`src/rtl/scr_pkg.sv`:
```
package scr_pkg;
  localparam int AW = 15;

  typedef enum logic [1:0] {
    PORT_CTRL   = 2'd0,
    PORT_SCROLL = 2'd1,
    PORT_ADDR   = 2'd2,
    PORT_NONE   = 2'd3
  } port_e;

  // coarse column step with horizontal table flip on wrap
  function automatic logic [AW-1:0] step_col(input logic [AW-1:0] a);
    logic [AW-1:0] r;
    r = a;
    if (a[4:0] == 5'd31) begin
      r[4:0] = 5'd0;
      r[10]  = ~a[10];
    end else begin
      r[4:0] = a[4:0] + 5'd1;
    end
    return r;
  endfunction

  // row step: fine row, then coarse row with wrap rules
  function automatic logic [AW-1:0] step_row(input logic [AW-1:0] a);
    logic [2:0] fy;
    logic [4:0] cy;
    logic       ny;
    fy = a[14:12];
    cy = a[9:5];
    ny = a[11];
    if (fy != 3'd7) begin
      fy = fy + 3'd1;
    end else begin
      fy = 3'd0;
      if (cy == 5'd29) begin
        cy = 5'd0;
        ny = ~ny;
      end else if (cy == 5'd31) begin
        cy = 5'd0;
      end else begin
        cy = cy + 5'd1;
      end
    end
    return {fy, ny, a[10], cy, a[4:0]};
  endfunction

  function automatic logic [AW-1:0] take_horiz(input logic [AW-1:0] v,
                                               input logic [AW-1:0] t);
    return {v[14:11], t[10], v[9:5], t[4:0]};
  endfunction

  function automatic logic [AW-1:0] take_vert(input logic [AW-1:0] v,
                                              input logic [AW-1:0] t);
    return {t[14:11], v[10], t[9:5], v[4:0]};
  endfunction
endpackage

```
`src/rtl/scr_warmup.sv`:
```
module scr_warmup #(
  parameter int WARMUP_CYCLES = 88974
) (
  input  logic clk,
  input  logic rst_n,
  output logic ready
);
  localparam int CW = $clog2(WARMUP_CYCLES + 2);
  localparam logic [CW-1:0] LIMIT = CW'(WARMUP_CYCLES);

  logic [CW-1:0] cnt_q;

  assign ready = (cnt_q == LIMIT);

  always_ff @(posedge clk) begin
    if (!rst_n)      cnt_q <= '0;
    else if (!ready) cnt_q <= cnt_q + 1'b1;
  end


  ready_sticky_chk: assert property (@(posedge clk) disable iff (!rst_n)
    ready |=> ready);
endmodule

```
`src/rtl/scr_cpu_port.sv`:
```
module scr_cpu_port
  import scr_pkg::*;
(
  input  logic          clk,
  input  logic          rst_n,
  input  logic          ready,
  input  logic          cpu_wr,
  input  logic [1:0]    cpu_port,
  input  logic [7:0]    cpu_data,
  input  logic          status_rd,
  output logic [AW-1:0] t_q,
  output logic [2:0]    fine_x_q,
  output logic          w_q,
  output logic          step32_q,
  output logic          load_v,
  output logic [AW-1:0] load_val
);
  logic          accept;
  logic [AW-1:0] t_n;
  logic [2:0]    fx_n;
  logic          w_n;
  logic          s32_n;

  assign accept   = cpu_wr && ready;
  assign load_val = t_n;

  always_comb begin
    t_n    = t_q;
    fx_n   = fine_x_q;
    w_n    = w_q;
    s32_n  = step32_q;
    load_v = 1'b0;
    if (accept) begin
      case (port_e'(cpu_port))
        PORT_CTRL: begin
          t_n[11:10] = cpu_data[1:0];
          s32_n      = cpu_data[2];
        end
        PORT_SCROLL: begin
          if (!w_q) begin
            t_n[4:0] = cpu_data[7:3];
            fx_n     = cpu_data[2:0];
            w_n      = 1'b1;
          end else begin
            t_n[14:12] = cpu_data[2:0];
            t_n[9:5]   = cpu_data[7:3];
            w_n        = 1'b0;
          end
        end
        PORT_ADDR: begin
          if (!w_q) begin
            t_n[13:8] = cpu_data[5:0];
            t_n[14]   = 1'b0;
            w_n       = 1'b1;
          end else begin
            t_n[7:0] = cpu_data;
            w_n      = 1'b0;
            load_v   = 1'b1;
          end
        end
        default: ;
      endcase
    end
    if (status_rd) w_n = 1'b0;
  end

  always_ff @(posedge clk) begin
    if (!rst_n) begin
      t_q      <= '0;
      fine_x_q <= '0;
      w_q      <= 1'b0;
      step32_q <= 1'b0;
    end else begin
      t_q      <= t_n;
      fine_x_q <= fx_n;
      w_q      <= w_n;
      step32_q <= s32_n;
    end
  end


  status_clear_chk: assert property (@(posedge clk) disable iff (!rst_n)
    status_rd |=> !w_q);

  warmup_hold_chk: assert property (@(posedge clk) disable iff (!rst_n)
    !ready |=> ($stable(t_q) && $stable(fine_x_q)));

  unused_port_chk: assert property (@(posedge clk) disable iff (!rst_n)
    (cpu_wr && cpu_port == 2'd3 && !status_rd) |=> ($stable(t_q) && $stable(w_q)));
endmodule

```
`src/rtl/scr_v_reg.sv`:
```
module scr_v_reg
  import scr_pkg::*;
(
  input  logic          clk,
  input  logic          rst_n,
  input  logic [AW-1:0] t_q,
  input  logic          load_v,
  input  logic [AW-1:0] load_val,
  input  logic          step32,
  input  logic          data_acc,
  input  logic          render_on,
  input  logic          inc_coarse_x,
  input  logic          inc_y,
  input  logic          copy_x,
  input  logic          copy_y,
  output logic [AW-1:0] v_q
);
  logic          plain_step;
  logic          do_col;
  logic          do_row;
  logic [AW-1:0] step_amt;
  logic [AW-1:0] s0, s1, s2, s3, s4;

  assign plain_step = data_acc && !render_on;
  assign do_col     = inc_coarse_x || (data_acc && render_on);
  assign do_row     = inc_y        || (data_acc && render_on);
  assign step_amt   = step32 ? AW'(32) : AW'(1);

  assign s0 = plain_step ? (v_q + step_amt) : v_q;
  assign s1 = do_col ? step_col(s0) : s0;
  assign s2 = do_row ? step_row(s1) : s1;
  assign s3 = copy_x ? take_horiz(s2, t_q) : s2;
  assign s4 = copy_y ? take_vert(s3, t_q) : s3;

  always_ff @(posedge clk) begin
    if (!rst_n)      v_q <= '0;
    else if (load_v) v_q <= load_val;
    else             v_q <= s4;
  end


  copy_horiz_chk: assert property (@(posedge clk) disable iff (!rst_n)
    (copy_x && !load_v) |=> (v_q[4:0] == $past(t_q[4:0]) && v_q[10] == $past(t_q[10])));

  copy_vert_chk: assert property (@(posedge clk) disable iff (!rst_n)
    (copy_y && !load_v) |=> (v_q[14:11] == $past(t_q[14:11]) && v_q[9:5] == $past(t_q[9:5])));

  col_only_chk: assert property (@(posedge clk) disable iff (!rst_n)
    (inc_coarse_x && !inc_y && !data_acc && !copy_x && !copy_y && !load_v)
      |=> (v_q[14:11] == $past(v_q[14:11]) && v_q[9:5] == $past(v_q[9:5])));
endmodule

```
`src/rtl/scroll_addr_reg.sv`:
```
module scroll_addr_reg
  import scr_pkg::*;
#(
  parameter int WARMUP_CYCLES = 88974
) (
  input  logic        clk,
  input  logic        rst_n,
  input  logic        cpu_wr,
  input  logic [1:0]  cpu_port,
  input  logic [7:0]  cpu_data,
  input  logic        status_rd,
  input  logic        data_acc,
  input  logic        render_on,
  input  logic        inc_coarse_x,
  input  logic        inc_y,
  input  logic        copy_x,
  input  logic        copy_y,
  output logic [14:0] v_addr,
  output logic [14:0] t_addr,
  output logic [2:0]  fine_x,
  output logic        wr_toggle
);
  logic          ready;
  logic          step32;
  logic          load_v;
  logic [AW-1:0] load_val;
  logic          v_cmd_any;

  scr_warmup #(.WARMUP_CYCLES(WARMUP_CYCLES)) u_warm (
    .clk(clk), .rst_n(rst_n), .ready(ready)
  );

  scr_cpu_port u_port (
    .clk(clk), .rst_n(rst_n), .ready(ready),
    .cpu_wr(cpu_wr), .cpu_port(cpu_port), .cpu_data(cpu_data),
    .status_rd(status_rd),
    .t_q(t_addr), .fine_x_q(fine_x), .w_q(wr_toggle), .step32_q(step32),
    .load_v(load_v), .load_val(load_val)
  );

  scr_v_reg u_v (
    .clk(clk), .rst_n(rst_n), .t_q(t_addr),
    .load_v(load_v), .load_val(load_val), .step32(step32),
    .data_acc(data_acc), .render_on(render_on),
    .inc_coarse_x(inc_coarse_x), .inc_y(inc_y),
    .copy_x(copy_x), .copy_y(copy_y),
    .v_q(v_addr)
  );

  assign v_cmd_any = data_acc || inc_coarse_x || inc_y || copy_x || copy_y;


  addr_load_chk: assert property (@(posedge clk) disable iff (!rst_n)
    load_v |=> (v_addr == t_addr && !wr_toggle));

  ctrl_keep_v_chk: assert property (@(posedge clk) disable iff (!rst_n)
    (cpu_wr && cpu_port == 2'd0 && !v_cmd_any) |=> $stable(v_addr));
endmodule

```
`config.mk`:
```
export PLATFORM = sky130hd
export DESIGN_NAME = scroll_addr_reg
export DESIGN_NICKNAME = d
export VERILOG_FILES = /design/src/rtl/scr_pkg.sv /design/src/rtl/scr_warmup.sv /design/src/rtl/scr_cpu_port.sv /design/src/rtl/scr_v_reg.sv /design/src/rtl/scroll_addr_reg.sv
export SDC_FILE = /design/constraint.sdc
export NUM_CORES = 1
export LEC_CHECK = 0
export ABC_AREA = 0
export BUFFER_PORTS_ARGS = -buffer_cell sky130_fd_sc_hd__buf_2
export CORE_UTILIZATION = 38
export CTS_CLUSTER_SIZE = 40
export DETAILED_ROUTE_END_ITERATION = 8
export PLACE_DENSITY_LB_ADDON = 0.08
export SETUP_SLACK_MARGIN = 0.15
export SYNTH_ARGS = -nofsm -noshare
export SYNTH_HDL_FRONTEND = slang
export SYNTH_HIERARCHICAL = 1
export SYNTH_SLANG_ARGS = --single-unit
```
`constraint.sdc`:
```
create_clock -name clk -period 5.6 [get_ports clk]
set_input_delay 0.28 -clock clk [delete_from_list [all_inputs] [get_ports clk]]
set_output_delay 0.28 -clock clk [all_outputs]
set_load 0.02 [all_outputs]
```
# After elaboration in Yosys (flattened, before gate mapping)
# Cells that the tools add are included.
[op_classes]
reduce_logical = 12
muxes = 28
add_sub_neg = 5
eq_ne = 7
bitwise = 4
[ops]
columns = ["operator", "count"]
rows = [
  ["15-bit 2-to-1 mux", 5],
  ["5-bit 2-to-1 mux", 6],
  ["11-bit 2-to-1 mux", 2],
  ["10-bit case mux with 2 select lines", 1],
  ["17-bit by 1-bit adder with 17-bit output, second input constant", 1],
  ["17-bit == test, second input constant", 1],
  ["15-bit adder", 1],
  ["5-bit == test, second input constant", 3],
  ["5-bit by 1-bit adder with 5-bit output, second input constant", 2],
  ["8-bit 2-to-1 mux", 1],
  ["1-bit 2-to-1 mux", 7],
  ["7-bit 2-to-1 mux", 1],
  ["3-bit 2-to-1 mux", 2],
  ["6-bit 2-to-1 mux", 1],
  ["3-bit case mux with 2 select lines", 1],
  ["1-bit NOT", 4],
  ["2-bit case mux with 2 select lines", 1],
  ["2-bit AND reduction", 2],
  ["2-bit OR reduction", 2],
  ["3-bit by 1-bit adder with 3-bit output, second input constant", 1],
  ["1-bit logical AND", 3],
  ["3-bit != test, second input constant", 1],
  ["3-bit AND reduction", 1],
  ["2-bit by 1-bit == test with 1-bit output, second input constant", 1],
  ["4 further kinds", 5],
]
[totals]
out_inout_bits = 34
in_bits = 20
ff_bits = 52
elab_cells = 62

# Logic depth before layout (Yosys ltp)
# Gate-level depths: netlist (run 1).
[depth]
word_depth = 14
ltp_mapped = 16

# Modules after synthesis
# The synthesis (run 1) kept the hierarchy.
[modules_own_cells]
columns = ["module", "cells_per_inst", "n_inst", "area_per_inst_um2"]
rows = [
  ["scr_v_reg", 204, 1, 1644.1],
  ["scr_cpu_port", 142, 1, 1211.2],
  ["scr_warmup", 95, 1, 842.1],
]

# Worst setup path after synthesis (run 1)
# No wires, ideal clock.
[synth_path]
kind = "flip-flop to flip-flop"
start = "register u_v.v_q[0]"
end = "register u_v.v_q[7]"
synth_period_minus_slack_ps = 3098
setup_ps = 74
stages_incl_launch_ff = 15
slack_ps = 2502
arrival_ps = 3024
path_cell_list = "dfxtp_1 -> ha_1 -> ha_1 -> buf_4 -> nand2_1 -> o32ai_2 -> nand3_1 -> xnor2_1 -> ha_1 -> ha_1 -> nand2b_1 -> buf_2 -> or3_1 -> o2bb2a_4 -> a31oi_4"
[synth_via]
elab_chain_cells = 11
word_cells_on_any_way = 14
[synth_rtl]
columns = ["element", "line_no", "text"]
rows = [
  ["start, declared", "scr_v_reg.sv:16", "output logic [AW-1:0] v_q"],
  ["start signal, assigned", "scr_v_reg.sv:37", "else if (load_v) v_q <= load_val;"],
  ["15-bit adder *", "scr_v_reg.sv:29", "assign s0 = plain_step ? (v_q + step_amt) : v_q;"],
  ["15-bit 2-to-1 mux *", "scr_v_reg.sv:29", ""],
  ["11-bit 2-to-1 mux", "scr_v_reg.sv:30", "assign s1 = do_col ? step_col(s0) : s0;"],
  ["5-bit by 1-bit adder with 5-bit output or 5-bit == test (tied branches)", "scr_pkg.sv:42, scr_pkg.sv:39", ""],
  ["5-bit 2-to-1 mux", "scr_pkg.sv:39", "end else if (cy == 5'd31) begin"],
  ["5-bit 2-to-1 mux", "scr_pkg.sv:36", "if (cy == 5'd29) begin"],
  ["5-bit 2-to-1 mux", "scr_pkg.sv:32", "if (fy != 3'd7) begin"],
  ["15-bit 2-to-1 mux *", "scr_v_reg.sv:31", "assign s2 = do_row ? step_row(s1) : s1;"],
  ["11-bit 2-to-1 mux *", "scr_v_reg.sv:32", "assign s3 = copy_x ? take_horiz(s2, t_q) : s2;"],
  ["15-bit 2-to-1 mux *", "scr_v_reg.sv:33", "assign s4 = copy_y ? take_vert(s3, t_q) : s3;"],
  ["15-bit 2-to-1 mux *", "scr_v_reg.sv:37", ""],
]
# Mark *: on every way between the ends. The rest lies on a longest branch, timed or not.
# A chain may end at the register's enable or synchronous reset.

# Worst setup path after layout (run 1)
[layout_path]
start = "register u_warm.cnt_q[13]"
end = "register u_v.v_q[8]"
[layout_via]
elab_chain_cells = 4
word_cells_on_any_way = 5
[layout_rtl]
columns = ["element", "line_no", "text"]
rows = [
  ["start, declared", "scr_warmup.sv:11", "logic [CW-1:0] cnt_q;"],
  ["start signal, assigned", "scr_warmup.sv:17", "else if (!ready) cnt_q <= cnt_q + 1'b1;"],
  ["17-bit == test", "scr_warmup.sv:13", "assign ready = (cnt_q == LIMIT);"],
  ["via ready", "scroll_addr_reg.sv:23", "logic ready;"],
  ["1-bit logical AND", "scr_cpu_port.sv:24", "assign accept = cpu_wr && ready;"],
  ["1-bit 2-to-1 mux", "scr_cpu_port.sv:33", "if (accept) begin"],
  ["via load_v", "scroll_addr_reg.sv:25", "logic load_v;"],
  ["15-bit 2-to-1 mux", "scr_v_reg.sv:37", ""],
]
# The timed path passes the listed nets, and every way through them passes these cells.

==> results of run 1 <==
[area by class of cell]
type | instances | area (sq um) | area share (%)
Sequential cell | 52 | 1040 | 25.4
Inverter | 13 | 48.8 | 1.19
Clock inverter | 3 | 42.5 | 1.04
Tap cell | 129 | 161 | 3.94
Clock buffer | 5 | 68.8 | 1.68
Multi-Input combinational cell | 351 | 2470 | 60.2
Timing Repair Buffer | 53 | 265 | 6.48
[Yosys cell counts, drive strengths merged, types with 11 or more instances]
| cell type | instances | area (sq um) |
|---|---|---|
| a21oi | 27 | 135 |
| a22o | 11 | 96.3 |
| buf | 17 | 111 |
| dfxtp | 52 | 1040 |
| ha | 15 | 188 |
| inv | 13 | 48.8 |
| mux2i | 13 | 130 |
| nand2 | 45 | 169 |
| nand3 | 25 | 155 |
| nand4 | 13 | 81.3 |
| nor2 | 31 | 116 |
| o21ai | 30 | 150 |
| xnor2 | 18 | 158 |
[how the worst min path moves through the flow]
stage	depth (start not counted)	endpoint	slack, ps
2_1_floorplan	1	u_port/w_q	360
3_3_place_gp	2	u_port/w_q	450
3_5_place_dp	2	u_port/w_q	440
4_1_cts	2	u_port/w_q	110
5_1_grt	2	u_port/w_q	130
6_report	2	u_port/w_q	120
[metal layers]
metal | GRT usage [%] | up-vias
li1 | - | 1712
met1 | 26.8 | 1582
met5 | 0 | -
met4 | 4.24 | 0
met3 | 2.36 | 7
met2 | 30.5 | 90
[power groups by stage]
| stage | Clock, uW | Combinational [uW] | Sequential (uW) |
|---|---|---|---|
| finish | 263 | 84.2 | 382 |
| detailed placement | 0 | 84.2 | 390 |
| floorplan | 0 | 55.7 | 392 |
| CTS | 270 | 84.6 | 382 |
| global route | 281 | 93.1 | 383 |
| global placement | 0 | 83.7 | 390 |
[per-stage QoR]
stage          util [%]  worst slack, ps  std cells  area (sq um)  hold slack, ps
2_1_floorplan         -             2500        441          3700             356
3_3_place_gp       42.7             2050        598          3980             447
3_5_place_dp       42.7             1980        598          3980             444
4_1_cts            43.9             1970        606          4090             111
5_1_grt            43.9             1560        606          4090             130
6_report           43.9             1940        606          4090             119
[worst max-delay path, delay by kind of cell, from the launching register on]
| kind | cells | cell delay, ps |
|---|---|---|
| flops | 1 | 360 |
| simple gates | 5 | 2110 |
| compound gates | 3 | 620 |
| buf+inv | 1 | 440 |
[flip-flops by register name, indices dropped and copies added, names as in the netlist]
register         flops
u_warm/cnt_q        17
u_port/step32_q      1
u_port/fine_x_q      3
u_v/v_q             15
u_port/t_q          15
u_port/w_q           1
[logic make-up after synthesis]
| family | after synthesis | synth area share [%] |
|---|---|---|
| AOI/OAI and AO/OA | 124 | 24.6 |
| buffers and inverters | 38 | 5.14 |
| muxes | 15 | 4.13 |
| DFF | 52 | 28.2 |
| xor gates and xnor gates | 25 | 5.92 |
| adders and majority gates | 15 | 5.08 |
| and+or+nand+nor | 172 | 27.0 |
==> summary.md, run 1 <==
| Metric | Value |
|---|---|
| Post-CTS Setup Repair Bufs | `0` |
| IO Pins | `54` |
| Wire length per cell | `15.8 um` |
| Die height | `101 um` |
| Clk pwr share | `36.1%` |
| Worst-path maximum fanout | `15` |
| Drt first pass iters | `5` |
| CTS H-tree depth | `2` |
| Final min period | `3660 ps` |
| RSZ-0062 raised after global routing | `false` |
| Fillers | `956` |
| Vias per cell | `5.60` |
| Worst r2r dst | `u_v/v_q[8]` |
| Worst Setup EP | `u_v/v_q[8]` |
| WP data required | `5790 ps` |
| Achievable clock frequency | `273 MHz` |
| Area grow syn2layout | `10.7%` |
| Sequential power share | `52.4%` |
| Maximum clock path buffer count | `2` |
| Post-detail-place hpwl | `7.21 mm` |
| Highest routed layer | `met4` |
| Post-Route WL | `9.58 mm` |
| Logic gate share of total power | `11.6%` |
| Slew HR | `37.8%` |
| Syn Std Cell Area | `0.00370 sq mm` |
| CP cell instances | `or4b_4 -> nor4_4 -> nand2_1 -> nor2_1 -> inv_1 -> o211ai_1 -> nor4_1 -> a32oi_1 -> o31ai_1` |
| Core Region | `0.00933 sq mm` |
| Post-synth EDFFs | `0` |
| Die area | `0.0101 sq mm` |
| Clock Sinks | `52` |
| Final cycle utilization of the critical path | `65.4%` |
| Sequential area share after synthesis | `28.2%` |
| Most common cell after layout, fill and taps aside | `buf_2` |
| Max IR drop VDD | `0.116 mV` |
| Worst r2r src | `u_warm/cnt_q[13]` |
| Rows | `35` |
| Nets | `511` |
| Max-cap viol count | `0` |
| Vias post-DR | `3391` |
| Asr flop ratio synth | `0%` |
| Starting Density | `39.6%` |
| Post-cts resize count | `0` |
| Layout Skew | `10.2 ps` |
| Top_reg_cell synth | `dfxtp_1` |
| Share of layout cells above drive strength 1 | `17.2%` |
| Total internal power | `539 uW` |
| GRT Util Overall | `18.9%` |
| Final setup TNS | `0 ps` |
| First-pass GRT wire length | `15.3 mm` |
| DR WL met2 | `4.42 mm` |
| Largest net degree at the start of global routing | `51` |
| Endpoints failing hold | `0` |
| Syn Nets | `476` |
| Chip Width | `101 um` |
| Total grt overflow | `0` |
| Cell count after synthesis | `441` |
| Status | `completed` |
| Ratio of total power to cell area | `178 mW/mm^2` |
| Ys Warns | `6` |
| Clock Root Buffer | `clkbuf_8` |
| CP max stage cell | `nor2_1` |
| Max-slew violation count | `0` |
| CTS Buf Count | `5` |
| Worst-Skew Late Latency | `300 ps` |
| Length of routed met3 wiring | `367 um` |
| Remaining antenna violation count | `0` |
| Synth unique cells | `67` |
| Worst Setup SP | `u_warm/cnt_q[13]` |
| Wl on met1 | `4.71 mm` |
| Worst reg2reg path depth | `9` |
| HP Start | `status_rd` |
| Register-to-register path setup slack | `1940 ps` |
| Critical Setup Path Class | `flip-flop to flip-flop` |
| Avg Inst Size Synth | `8.38 sq um` |
| Critical path arrival | `3850 ps` |
| P_sw | `190 uW` |
| Antenna Cells | `0` |
| Initial antenna violation count | `0` |
| Iter 0 DRT Violations | `107` |
| Final setup viols | `0` |
| Leakage power | `0.00161 uW` |
| CTS tree | `built` |
| DRC | `0` |
| Hold Path Class | `input port to flip-flop` |
| Reg clk slew, reported paths | `100 ps` |
| CP startpoint kind | `flip-flop` |
| Number of synthesized register bits | `52` |
| Nature of the critical path endpoint | `flip-flop` |
| Vias in the first global route | `3008` |
| Total design power | `729 uW` |
| Port Buf Inserts | `53` |
| Sw Ratio | `26.1%` |
| Crit-path max cell delay | `710 ps` |
| Least-Margin Pin Slew | `931 ps` |
| GPL Wtd Cong | `0.836` |
| Commonest non-fill, non-tap cells in the layout | `buf_2, dfxtp_1, nand2_1` |
| Post-CTS Hold Buffers | `0` |
Power figures use the tool's default switching activity.
==> run 2, diff against run 1 <==
--- a/config.mk
+++ b/config.mk
@@ -5,7 +5,7 @@
 export SDC_FILE = /design/constraint.sdc
 export NUM_CORES = 1
 export LEC_CHECK = 0
-export ABC_AREA = 0
+export ABC_AREA = 1
 export BUFFER_PORTS_ARGS = -buffer_cell sky130_fd_sc_hd__buf_2
 export CORE_UTILIZATION = 38
 export CTS_CLUSTER_SIZE = 40
==> constraint.sdc (replaced) <==
create_clock -name clk -period 3.7 [get_ports clk]
set_input_delay 0.185 -clock clk [delete_from_list [all_inputs] [get_ports clk]]
set_output_delay 0.185 -clock clk [all_outputs]
set_load 0.02 [all_outputs]
==> summary.md, run 2 <==
| Metric | Value |
|---|---|
| Status | `completed` |
| Hold Path Class | `input port to flip-flop` |
| Synth area leaders | `dfxtp_1, nand2_1, nand3_1, a21oi_1, inv_1` |
| Least-Margin Pin Slew | `484 ps (-447 ps)` |
| Critical path arrival | `2970 ps (-880 ps)` |
| WP data required | `3950 ps (-1840 ps)` |
| Worst-Skew Late Latency | `310 ps (about the same)` |
| Post-Route WL | `9.81 mm (+2.4%)` |
| Vias in the first global route | `3415 (+14%)` |
| Worst r2r src | `u_port/step32_q` |
| CTS Buf Count | `5 (unchanged)` |
| Wire length per cell | `13.0 um (-18%)` |
| Endpoints failing hold | `0 (unchanged)` |
| Total grt overflow | `0 (unchanged)` |
| Final min period | `2720 ps (-942 ps)` |
| Maximum clock path buffer count | `2 (unchanged)` |
| Length of routed met3 wiring | `260 um (-29%)` |
| RSZ-0062 raised after global routing | `false` |
| Max-cap viol count | `0 (unchanged)` |
| Avg Inst Size Synth | `6.49 sq um (-23%)` |
| Regs by FF count | `u_warm/cnt_q x17, u_port/t_q x15, u_v/v_q x15` |
| Rows | `35 (unchanged)` |
| Top_reg_cell synth | `dfxtp_1` |
| CTS tree | `built` |
| Reg clk slew, reported paths | `100 ps (about the same)` |
| Remaining antenna violation count | `0 (unchanged)` |
| Worst Setup SP | `u_port/step32_q` |
| Post-CTS Setup Repair Bufs | `0 (unchanged)` |
| Leakage power | `0.00192 uW (+20%)` |
| Worst reg2reg path depth | `17 (+8)` |
| Core Region | `0.00937 sq mm (+0.47%)` |
| Ratio of total power to cell area | `262 mW/mm^2 (+47%)` |
| Crit-path max cell delay | `340 ps (-370 ps)` |
| Highest routed layer | `met4` |
| Yosys top cell area share | `27.8% (-0.34 points)` |
| CP cell instances | `inv_1 -> ha_1 -> ha_1 -> nand3_1 -> o21bai_4 -> nand4_2 -> nor2_1 -> nand2_1 -> nand2_1 -> ha_1 -> ha_1 -> nand2_1 -> inv_1 -> nand3_1 -> a21oi_1 -> nand2_1 -> a21oi_2` |
| Achievable clock frequency | `368 MHz (+35%)` |
| Vias post-DR | `3721 (+9.7%)` |
| Synth unique cells | `38 (-43%)` |
| CP startpoint kind | `flip-flop` |
| Max IR drop VDD | `0.205 mV (+76%)` |
| CP max stage cell | `dfxtp_1` |
| Most common cell in the netlist | `nand2_1` |
| CTS H-tree depth | `2 (unchanged)` |
| Port Buf Inserts | `53 (unchanged)` |
| Die area | `0.0102 sq mm (+1.2%)` |
| Starting Density | `39.9% (+0.30 points)` |
| Layout Skew | `8.12 ps (-2.10 ps)` |
| Area grow syn2layout | `12.5%` |
| Largest net degree at the start of global routing | `31 (-39%)` |
| Post-detail-place hpwl | `7.72 mm (+7.0%)` |
| Most common cell after layout, fill and taps aside | `nand2_1` |
| Final setup TNS | `0 ps (unchanged)` |
| Top reg by flops | `u_warm/cnt_q` |
| Die height | `101 um (+0.60%)` |
| Wl on met1 | `4.98 mm (+5.8%)` |
| GPL Wtd Cong | `0.895 (+7.0%)` |
| Antenna Cells | `0 (unchanged)` |
| DRC | `0 (unchanged)` |
| Worst r2r dst | `u_v/v_q[8]` |
| Post-cts resize count | `0 (unchanged)` |
| GRT Util Overall | `20.0% (+1.1 points)` |
| Yosys top cell by area | `dfxtp_1` |
| Min Hold Slack | `187 ps (+68.3 ps)` |
| IO Pins | `54 (unchanged)` |
| Final cycle utilization of the critical path | `73.5% (+8.1 points)` |
| Slew HR | `67.7% (+30 points)` |
| Syn Std Cell Area | `0.00374 sq mm (+1.2%)` |
| Critical Setup Path Class | `flip-flop to flip-flop` |
| Nature of the critical path endpoint | `flip-flop` |
| DR WL met2 | `4.48 mm (+1.4%)` |
| Worst Setup EP | `u_v/v_q[8]` |
| Chip Width | `101 um (+0.60%)` |
| Final setup viols | `0 (unchanged)` |
| Post-CTS Hold Buffers | `0 (unchanged)` |
| Sequential area share after synthesis | `27.8% (-0.34 points)` |
| Commonest non-fill, non-tap cells in the layout | `nand2_1, inv_1, nand3_1` |
| First-pass GRT wire length | `16.4 mm (+6.7%)` |
| Drt first pass iters | `4 (-1)` |
| Ys Warns | `6 (unchanged)` |
| Iter 0 DRT Violations | `119 (+11%)` |
| Register-to-register path setup slack | `980 ps (-960 ps)` |
| Worst-path maximum fanout | `8 (-7)` |
| Clock Root Buffer | `clkbuf_8` |
| Share of layout cells above drive strength 1 | `18.4% (+1.2 points)` |
| Vias per cell | `4.93 (-12%)` |
| Number of synthesized register bits | `52 (unchanged)` |
| Asr flop ratio synth | `0% (unchanged)` |
| Post-synth EDFFs | `0 (unchanged)` |
| Max-slew violation count | `0 (unchanged)` |
| Cell count after synthesis | `577 (+31%)` |
| Syn Nets | `612 (+29%)` |
| Max reg flops | `17 (unchanged)` |
| Nets | `660 (+29%)` |
| Initial antenna violation count | `0 (unchanged)` |
| Synth cell count leaders | `nand2_1, inv_1, nand3_1` |
| Clock Sinks | `52 (unchanged)` |
## run 2: power by group
group / switching (uW) / internal, uW
clock: 201 / 201
combinational: 83.7 / 42.8
sequential: 8.76 / 567
total: 294 / 811
## run 2: cells by family after synthesis
kind of cell | after synthesis | share of synthesized area, %
AOI/OAI and AO/OA | 104 | 15.2
xor gates and xnor gates | 10 | 2.34
adders and majority gates | 15 | 5.02
buffers and inverters | 87 | 9.80
DFF | 52 | 27.8
and+or+nand+nor | 309 | 39.9
## run 2: how the worst min path moves through the flow
stage,start,depth (start not counted),end,slack [ps]
floorplan,cpu_data[0],2,u_port/fine_x_q[0],320
global placement,u_warm/cnt_q[16],2,u_warm/cnt_q[16],490
detailed placement,u_warm/cnt_q[16],2,u_warm/cnt_q[16],490
CTS,cpu_data[0],3,u_port/fine_x_q[0],180
global route,cpu_data[0],3,u_port/fine_x_q[0],200
finish,cpu_data[0],3,u_port/fine_x_q[0],190
## run 2: cell type report
cell class / count / area, sq um
clock inverters: 3 / 42.5
multi-input cells: 438 / 2330
flip-flops and latches: 52 / 1040
well taps: 129 / 161
fillers: 1051 / 5160
repair buffers: 56 / 288
clock buffers: 5 / 68.8
inverters: 72 / 273
## run 2: layer usage
layer | track usage (%) | vias up
met5 | 0 | -
met4 | 5.24 | 0
met3 | 2.07 | 6
met2 | 32.7 | 63
met1 | 28.1 | 1689
li1 | - | 1963
## run 2: through the flow
step / setup slack, ps / instances / util [%] / total power [uW] / cell area [sq um]
after floorplan: 1190 / 577 / - / 671 / 3740
after global placement: 1090 / 747 / 43.7 / 714 / 4100
after detailed placement: 1010 / 747 / 43.7 / 716 / 4100
after CTS: 979 / 755 / 44.9 / 1120 / 4210
after global routing: 664 / 755 / 44.9 / 1160 / 4210
final: 981 / 755 / 44.9 / 1100 / 4210
## run 2: worst max-delay path: cells and delay by family (launching register included)
family,cells,cell delay (ps)
simple gates,8,940
flops,1,340
buf+inv,2,280
compound gates,3,430
fa+ha+maj,4,680
==> run 3, diff against run 2 <==
==> constraint.sdc (replaced) <==
create_clock -name clk -period 2.5 [get_ports clk]
set_input_delay 0.125 -clock clk [delete_from_list [all_inputs] [get_ports clk]]
set_output_delay 0.125 -clock clk [all_outputs]
set_load 0.02 [all_outputs]
==> summary.md, run 3 (synthesis results as in run 2) <==
| Metric | Value |
|---|---|
| Layout Skew | `8.88 ps (+0.761 ps)` |
| Vias per cell | `4.88 (-0.97%)` |
| Achievable clock frequency | `416 MHz (+13%)` |
| CTS Buf Count | `5 (unchanged)` |
| Clock Sinks | `52 (unchanged)` |
| Die area | `0.0102 sq mm (unchanged)` |
| Remaining antenna violation count | `0 (unchanged)` |
| Placed Instance Area | `0.00417 sq mm (+1.7%)` |
| Hold EP | `u_port/fine_x_q[0]` |
| Port Buf Inserts | `53 (unchanged)` |
| Max-cap viol count | `0 (unchanged)` |
| Largest net degree at the start of global routing | `30 (-3.2%)` |
| Nature of the critical path endpoint | `flip-flop` |
| Hold Path Class | `input port to flip-flop` |
| P_sw | `442 uW (+50%)` |
| Total design power | `1600 uW (+45%)` |
| Iter 0 DRT Violations | `116 (-2.5%)` |
| Final Cell Area | `0.00459 sq mm (+9.0%)` |
| Ratio of total power to cell area | `348 mW/mm^2 (+33%)` |
| Maximum clock path buffer count | `2 (unchanged)` |
| Critical path arrival | `2650 ps (-320 ps)` |
| IO Pins | `54 (unchanged)` |
| Reg clk slew, reported paths | `100 ps (about the same)` |
| Commonest non-fill, non-tap cells in the layout | `nand2_1, inv_1, a21oi_1` |
| First-pass GRT wire length | `16.9 mm (+3.1%)` |
| Register-to-register path setup slack | `90 ps (-890 ps)` |
| Min Hold Slack | `128 ps (-59.2 ps)` |
| Area grow syn2layout | `22.6%` |
| Final min period | `2410 ps (-314 ps)` |
| Slew HR | `66.2% (-1.5 points)` |
| Place WS | `-77.5 ps (-1090 ps)` |
| RSZ-0062 raised after global routing | `true` |
| Clock Root Buffer | `clkbuf_8` |
| Nets | `685 (+3.8%)` |
| WP data required | `2740 ps (-1210 ps)` |
| Endpoints failing hold | `0 (unchanged)` |
| HP Start | `cpu_data[0]` |
| Chip Width | `101 um (unchanged)` |
| Initial antenna violation count | `0 (unchanged)` |
| CTS H-tree depth | `2 (unchanged)` |
| Worst-Skew Late Latency | `310 ps (about the same)` |
| Clk pwr share | `32.2% (-4.2 points)` |
| Drt first pass iters | `4 (unchanged)` |
| Status | `completed` |
| Starting Density | `39.9% (unchanged)` |
| Post-CTS Hold Buffers | `0 (unchanged)` |
| Leakage power | `0.00206 uW (+7.2%)` |
| Max IR drop VDD | `0.326 mV (+59%)` |
| Worst-path maximum fanout | `2 (-6)` |
| Hold depth | `3 (unchanged)` |
| Least-Margin Pin Slew | `506 ps (+22.2 ps)` |
| Max reg flops | `17 (unchanged)` |
| Rows | `35 (unchanged)` |
| Total internal power | `1160 uW (+43%)` |
| GRT Util Overall | `20.5% (+0.47 points)` |
| Final setup viols | `0 (unchanged)` |
| Post-Route WL | `10.0 mm (+2.1%)` |
| Top reg by flops | `u_warm/cnt_q` |
| Sw Ratio | `27.7% (+1.0 points)` |
| Total grt overflow | `0 (unchanged)` |
| Antenna Cells | `0 (unchanged)` |
| DRC | `0 (unchanged)` |
| Most common cell after layout, fill and taps aside | `nand2_1` |
| Max-slew violation count | `0 (unchanged)` |
| Post-detail-place hpwl | `7.70 mm (-0.25%)` |
| Final cycle utilization of the critical path | `96.2% (+23 points)` |
| Vias post-DR | `3807 (+2.3%)` |
| Regs by FF count | `u_warm/cnt_q x17, u_port/t_q x15, u_v/v_q x15` |
| Logic gate share of total power | `14.4% (+2.9 points)` |
| Worst r2r src | `u_port/step32_q` |
| Worst reg2reg path depth | `18 (+1)` |
| Critical Setup Path Class | `flip-flop to flip-flop` |
| Setup ws final | `94.6 ps (-886 ps)` |
| GPL Wtd Cong | `0.910 (+1.7%)` |
| Share of layout cells above drive strength 1 | `26.3% (+7.9 points)` |
| Vias in the first global route | `3632 (+6.4%)` |
| Sequential power share | `53.4% (+1.3 points)` |
| CTS tree | `built` |
| Core Region | `0.00937 sq mm (unchanged)` |
| Die height | `101 um (unchanged)` |
| Worst r2r dst | `u_v/v_q[3]` |
| CP startpoint kind | `flip-flop` |
| Wire length per cell | `12.8 um (-1.2%)` |
run 3: cell types whose count changed in the layout (fill, tap and decap cells not counted), moves of 3 or more:
cell / change
buf_6: +5
ha_4: +5
buf_4: +20
nand3_2: +5
nand2_2: +3
nand3_1: -7
inv_2: +5
inv_1: -6
ha_1: -7
nand2_1: -4
run 3: per-stage QoR:
| stage | instances | TNS [ps] | utilization [%] |
|---|---|---|---|
| 6_report | 780 | 0 | 48.9 |
| 5_1_grt | 780 | -93.6 | 48.9 |
| 4_1_cts | 776 | 0 | 47.8 |
| 3_3_place_gp | 755 | 0 | 44.5 |
| 3_5_place_dp | 755 | -77.5 | 44.5 |
| 2_1_floorplan | 577 | 0 | - |
run 3: worst max-delay path: stages, from the launching register on:
cell     delay [ps]
dfxtp_2         350
inv_2            50
ha_4            160
ha_4            210
inv_2            40
o21a_1          150
inv_2            60
buf_4           120
buf_4           120
buf_6           100
buf_6           100
buf_4           110
buf_4           120
buf_6           100
buf_6           100
nand3_2          60
xor2_1          150
nand2_1          90
a21oi_2         130
run 3: metal layers:
metal	vias up	part of all wire (%)	GRT usage, %
met5	-	0	0
met4	0	0.91	4.57
met3	6	3.3	2.14
met2	71	47	35.3
met1	1711	48	27.6
li1	2019	-	-
run 3: area by class of cell:
class	instances	area (sq um)
sequential	52	1050
inverter	72	278
clock inverter	2	15.0
tap	129	161
fill	998	4780
multi-input combinational	438	2510
timing repair buffer	81	494
clock buffer	6	82.6
run 3: how the worst max path moves through the flow:
stage,to,cells past startpoint,start
after floorplan,u_v/v_q[5],15,u_v/v_q[0]
after global placement,u_v/v_q[5],16,u_port/step32_q
after detailed placement,u_v/v_q[10],16,u_port/step32_q
after CTS,u_v/v_q[10],16,u_port/step32_q
after global routing,u_v/v_q[10],16,u_port/step32_q
final,u_v/v_q[3],18,u_port/step32_q
run 3: timing repair:
action	4_1_cts	5_1_grt
gates cloned	0	0
pin swaps	18	13
gates resized for setup	24	19
setup endpoints to repair	7	15
buffers inserted	13	4
run 3: power by group through the flow:
stage          clock network, uW  logic (uW)  registers [uW]
3_5_place_dp                   0         191             871
3_3_place_gp                   0         188             871
2_1_floorplan                  0         114             878
6_report                     514         230             854
4_1_cts                      546         216             854
5_1_grt                      579         258             856
